`config.mk`:
```
export PLATFORM = sky130hd
export DESIGN_NAME = lin_event_irq
export DESIGN_NICKNAME = d
export VERILOG_FILES = /design/src/rtl/lin_irq_pkg.sv /design/src/rtl/lin_sticky_bank.sv /design/src/rtl/lin_diag_id_decode.sv /design/src/rtl/lin_irq_merge.sv /design/src/rtl/lin_event_irq.sv
export SDC_FILE = /design/constraint.sdc
export NUM_CORES = 1
export LEC_CHECK = 0
export CORE_ASPECT_RATIO = 0.7
export CORE_MARGIN = 2
export CORE_UTILIZATION = 44
export CTS_CLUSTER_SIZE = 24
export DETAILED_ROUTE_END_ITERATION = 10
export MAX_ROUTING_LAYER = met4
export PLACE_DENSITY_LB_ADDON = 0.3
export SYNTH_ARGS = -nofsm -noshare
export SYNTH_HDL_FRONTEND = slang
export SYNTH_SLANG_ARGS = --single-unit
```
`constraint.sdc`:
```
create_clock -name clk -period 1.9 [get_ports clk]
set_input_delay 0.285 -clock clk [delete_from_list [all_inputs] [get_ports clk]]
set_output_delay 0.285 -clock clk [all_outputs]
set_load 0.05 [all_outputs]
```
`src/rtl/lin_irq_pkg.sv`:
```
package lin_irq_pkg;

    localparam int REG_W    = 8;
    localparam int ADDR_W   = 2;
    localparam int OK_N     = 3;
    localparam int EN_N     = 4;
    localparam int FST_W    = 3;

    localparam logic [ADDR_W-1:0] ADR_STAT = 2'd0;
    localparam logic [ADDR_W-1:0] ADR_EN   = 2'd1;
    localparam logic [ADDR_W-1:0] ADR_ERR  = 2'd2;

    // bit positions inside the status byte
    localparam int ST_RX  = 0;
    localparam int ST_TX  = 1;
    localparam int ST_ID  = 2;
    localparam int ST_ERR = 3;
    localparam int ST_FS  = 4;

    typedef struct packed {
        logic [EN_N-1:0] en;
    } ctl_state_t;

    typedef struct packed {
        logic evt;
        logic err;
    } irq_state_t;

endpackage

```
`src/rtl/lin_sticky_bank.sv`:
```
module lin_sticky_bank #(
    parameter int N = 8
) (
    input  logic         clk,
    input  logic         rst_n,
    input  logic [N-1:0] set_i,
    input  logic [N-1:0] clr_i,
    output logic [N-1:0] flag_o
);

    typedef struct packed {
        logic [N-1:0] flag;
    } bank_t;

    bank_t st_d, st_q;

    always_comb begin
        st_d = st_q;
    end

    // one independent set-dominant cell per bit
    for (genvar i = 0; i < N; i++) begin : g_cell
        logic nxt_d;
        always_comb begin
            nxt_d = set_i[i] | (st_q.flag[i] & ~clr_i[i]);
        end
        always_ff @(posedge clk or negedge rst_n) begin
            if (!rst_n) st_q.flag[i] <= 1'b0;
            else        st_q.flag[i] <= nxt_d;
        end
    end

    assign flag_o = st_q.flag;

endmodule

```
`src/rtl/lin_diag_id_decode.sv`:
```
module lin_diag_id_decode
    import lin_irq_pkg::*;
#(
    parameter int ID_W = 6
) (
    input  logic            clk,
    input  logic            rst_n,
    input  logic            load_i,
    input  logic [ID_W-1:0] ident_i,
    output logic [FST_W-1:0] fstat_o
);

    localparam int HI_W = ID_W - 2;

    typedef struct packed {
        logic [FST_W-1:0] code;
    } dec_t;

    dec_t st_d, st_q;
    logic is_diag;

    always_comb begin
        is_diag = (ident_i[ID_W-1:2] == {HI_W{1'b1}});
        st_d    = st_q;
        if (load_i) begin
            if (is_diag) st_d.code = {1'b1, ident_i[1:0]};
            else         st_d.code = '0;
        end
    end

    always_ff @(posedge clk or negedge rst_n) begin
        if (!rst_n) st_q <= '0;
        else        st_q <= st_d;
    end

    assign fstat_o = st_q.code;

endmodule

```
`src/rtl/lin_irq_merge.sv`:
```
module lin_irq_merge
    import lin_irq_pkg::*;
(
    input  logic            clk,
    input  logic            rst_n,
    input  logic [OK_N-1:0] ok_i,
    input  logic            err_sum_i,
    input  logic [EN_N-1:0] en_i,
    output logic            irq_evt_o,
    output logic            irq_err_o
);

    irq_state_t st_d, st_q;

    always_comb begin
        st_d.evt = |(ok_i & en_i[OK_N-1:0]);
        st_d.err = err_sum_i & en_i[ST_ERR];
    end

    always_ff @(posedge clk or negedge rst_n) begin
        if (!rst_n) st_q <= '0;
        else        st_q <= st_d;
    end

    assign irq_evt_o = st_q.evt;
    assign irq_err_o = st_q.err;

endmodule

```
`src/rtl/lin_event_irq.sv`:
```
module lin_event_irq
    import lin_irq_pkg::*;
#(
    parameter int ID_W  = 6,
    parameter int ERR_N = 8
) (
    input  logic              clk,
    input  logic              rst_n,
    input  logic              ev_id_ok,
    input  logic              ev_tx_ok,
    input  logic              ev_rx_ok,
    input  logic [ERR_N-1:0]  ev_err,
    input  logic [ID_W-1:0]   rx_ident,
    input  logic              reg_wr,
    input  logic [ADDR_W-1:0] reg_addr,
    input  logic [REG_W-1:0]  reg_wdata,
    output logic [REG_W-1:0]  reg_rdata,
    output logic              irq_evt,
    output logic              irq_err
);

    ctl_state_t        ctl_d, ctl_q;
    logic [OK_N-1:0]   ok_set, ok_clr, ok_q;
    logic [ERR_N-1:0]  err_clr, err_q;
    logic [EN_N-1:0]   en_q;
    logic [FST_W-1:0]  fstat_q;
    logic              err_sum;
    logic              wr_stat, wr_err;

    always_comb begin
        wr_stat = reg_wr && (reg_addr == ADR_STAT);
        wr_err  = reg_wr && (reg_addr == ADR_ERR);
        ok_set  = {ev_id_ok, ev_tx_ok, ev_rx_ok};
        ok_clr  = wr_stat ? reg_wdata[OK_N-1:0] : '0;
        err_clr = wr_err  ? reg_wdata[ERR_N-1:0] : '0;
        err_sum = |err_q;
        ctl_d   = ctl_q;
        if (reg_wr && (reg_addr == ADR_EN)) ctl_d.en = reg_wdata[EN_N-1:0];
    end

    always_ff @(posedge clk or negedge rst_n) begin
        if (!rst_n) ctl_q <= '0;
        else        ctl_q <= ctl_d;
    end

    assign en_q = ctl_q.en;

    lin_sticky_bank #(.N(OK_N)) u_ok_bank (
        .clk(clk), .rst_n(rst_n), .set_i(ok_set), .clr_i(ok_clr), .flag_o(ok_q)
    );

    lin_sticky_bank #(.N(ERR_N)) u_err_bank (
        .clk(clk), .rst_n(rst_n), .set_i(ev_err), .clr_i(err_clr), .flag_o(err_q)
    );

    lin_diag_id_decode #(.ID_W(ID_W)) u_id_dec (
        .clk(clk), .rst_n(rst_n), .load_i(ev_id_ok), .ident_i(rx_ident),
        .fstat_o(fstat_q)
    );

    lin_irq_merge u_irq (
        .clk(clk), .rst_n(rst_n), .ok_i(ok_q), .err_sum_i(err_sum), .en_i(en_q),
        .irq_evt_o(irq_evt), .irq_err_o(irq_err)
    );

    always_comb begin
        reg_rdata = '0;
        case (reg_addr)
            ADR_STAT: begin
                reg_rdata[OK_N-1:0]           = ok_q;
                reg_rdata[ST_ERR]             = err_sum;
                reg_rdata[ST_FS +: FST_W]     = fstat_q;
            end
            ADR_EN:   reg_rdata[EN_N-1:0]     = en_q;
            ADR_ERR:  reg_rdata[ERR_N-1:0]    = err_q;
            default:  reg_rdata               = '0;
        endcase
    end

endmodule

```
==> flow_metrics.tcl <==
set metrics [dict create \
    yosys.area_share.adder 0 \
    dieArea_mm2 0.002496 \
    place_ws_ns -0.01801 \
    drtIter0Drc 42 \
    min_path_type "in2async" \
    layout_commonest_cell "clkdlybuf4s50_1" \
    path_buf_inv 2 \
    r2r_slack_ns 0.90 \
    p_int_uw 737.2 \
    cts_made_buffers 3 \
    synth.net_count 114 \
    worst_slack_ns 0.04723 \
    grt_pass1_vias 805 \
    fp.dieW_um 58.87 \
    clock_path_buffers 2 \
    fin_skew_ns 0.002911 \
    antenna_found_initial 0 \
    nets 161 \
    finalCriticalPeriod_ns 1.853 \
    clkPwrFrac 0.236 \
    die_y_um 42.41 \
    maxSlewViolCount 0 \
    hold_viol_final 0 \
    synth_top_family_by_area "compound AO/OA/AOI/OAI gates" \
    placed_cells 146 \
    start_kind "primary input" \
    nFillCells 125 \
    drive_gt1_frac 0.1846 \
    worst_skew_pair.late_latency_ns 0.30 \
    final_cells 152 \
    seq_area_um2 500.5 \
    swShare 0.2931 \
    finalPower_mw 1.043 \
    p_seq_frac 0.464 \
    gp_congestion 0.8563 \
    synth_mux_area_frac 0.1134 \
    status "complete, but fails checks" \
    yosys.area.top_type "dfrtp_1" \
    slowest_delay_ns 0.58 \
    p_leak_nw 0.6347 \
    diodes 0 \
    start_util 0.4831 \
    synth_top_area_share 0.5398 \
    cp_max_fo 5 \
    port_buffers 39 \
    clkTransAtPathRegs_ns 0.11 \
    routed_wirelength_um 2431 \
    clock-sinks 20 \
    ys_warn_count 0 \
    areaGrowthSynthToFinish_pct 62.08 \
    grt_max_degree 21 \
    share_comb_of_total_power 0.299 \
    grt-ovfl-total 0 \
    yosysSeqAreaShare 0.5398 \
    grt_pass1_wl_um 3843 \
    worst_pin_slew_ns 0.5015 \
    synth-seq-cells 20 \
    relSlewSlack 0.6647 \
    timing.rr.start "u_err_bank.flag_o[0]" \
    worstPathRequired_ns 1.62 \
    failed_checks "DRC" \
    cp_top_family "buffers and inverters" \
    ant_nets 0 \
    max-vdd-ir-drop_uv 467.8 \
    post_synth_instance_area_um2 927.1 \
    drtPass1Iterations 9 \
    cts_tree "built" \
    layout_common_cells "clkdlybuf4s50_1, dfrtp_1, nand2_1, a21o_1, buf_12" \
    setup_viol 0 \
    worstPathCellList "clkdlybuf4s50_1 -> and2b_1 -> nand2_1 -> o21ai_1 -> buf_12" \
    yosys.area_share.simple 0.1444 \
    yosysUniqueCellTypes 22 \
    multi_input_area_um2 416.7 \
    syn_inst 84 \
    ctsHtreeMaxLevel 1 \
    via_per_inst 5.441 \
    vias 827 \
    drv_cap 0 \
    period_share 0.9751 \
    power.switching_uw 305.6 \
    hpwlAfterDp_um 1866 \
    core-area_mm2 0.001919 \
    rows 13 \
    fmax_mhz 539.7 \
    crit_slowest_cell "clkdlybuf4s50_1" \
    track_usage 0.2206 \
    cts_root_buf "clkbuf_4" \
    arrival_ns 1.57 \
    synthXorXnorAreaFrac 0 \
    p_per_area_mw_per_mm2 694.0 \
    routedWlPerCell_um 15.99 \
    crit_type "in2out" \
    synth_compound_area_frac 0.1687 \
    end_kind "output pin" \
    r2r-end "u_irq.irq_err_o" \
    synth_area_leaders "dfrtp_1, a21o_1, mux2i_1, nand2_1, mux2_2" \
    syn_area_per_cell_um2 11.04 \
    ff2ff_path_depth 2 \
    drc 3 \
    ioPinCount 40 \
]
[stage by stage]
step                      TNS [ns]  area (um^2)    util  hold slack, ns
final                            0         1503  0.7829          0.3091
after global routing      -0.01124         1503  0.7829          0.3228
after CTS                        0         1473  0.7673          0.3139
after detailed placement  -0.02024         1431  0.7458          0.4735
after global placement           0         1431  0.7458          0.4678
after floorplan                  0        927.1       -        -0.01059
[final cells by class]
cell class                 count  area share
timing repair buffer          45      0.3422
sequential                    20      0.3331
multi-input combinational     59      0.2773
clock buffer                   4     0.02415
tap                           22     0.01832
inverter                       2    0.004996
[worst max path at each step]
stage,start,to,slack (ns),cells past startpoint
detailed placement,reg_addr[1],reg_rdata[0],-0.02,4
finish,reg_addr[0],reg_rdata[0],0.05,5
floorplan,reg_addr[1],reg_rdata[0],0.006,3
global route,u_err_bank.flag_o[0],reg_rdata[3],-0.01,4
global placement,reg_addr[1],reg_rdata[3],0.03,5
CTS,u_err_bank.flag_o[1],reg_rdata[3],0.04,4
[what timing repair did]
item	in CTS	in global routing
endpoints found under the setup margin	2	1
pin swaps	0	2
gates resized for setup	3	2
hold endpoints to repair	0	0
hold buffers	0	0
buffers inserted	0	2
[layer usage]
metal	vias to the layer above	global-route usage	wire length [um]
li1	393	-	-
met1	387	0.2857	1092
met2	41	0.3133	1091
met3	6	0.08333	194
met4	0	0.08182	53
met5	-	-	0
[sequential cells by signal (all words and copies together), names as in the netlist]
| register | flops |
|---|---|
| u_err_bank.flag_o | 8 |
| u_irq.irq_err_o | 1 |
| u_id_dec.fstat_o | 3 |
| u_irq.irq_evt_o | 1 |
| ctl_q | 4 |
| u_ok_bank.flag_o | 3 |
[cells by family (layout without fill, tap and decap cells)]
kind of cell / count (synthesis) / in the layout
and+or+nand+nor: 28 / 28
AOI/OAI and AO/OA: 21 / 21
muxes: 10 / 10
buffers and inverters: 5 / 51
DFF: 20 / 20
[power by group through the flow]
stage	clock, mW	sequential (mW)	combinational, mW
3_3_place_gp	0	0.489	0.305
4_1_cts	0.252	0.482	0.311
6_report	0.246	0.484	0.312
3_5_place_dp	0	0.490	0.310
2_1_floorplan	0	0.513	0.117
5_1_grt	0.274	0.489	0.328
[cells in the mapped netlist (all sizes together)]
cell type / instances
nand3b: 1
nor3b: 1
inv: 2
mux2i: 6
a22o: 2
a222oi: 1
nor2: 4
nor4: 2
buf: 3
nand2: 16
a211o: 1
mux2: 4
o21ai: 3
and3b: 2
o211ai: 1
dfrtp: 20
a21boi: 1
a21o: 12
and2b: 1
nand4: 1
(Power assumes the default switching activity.)
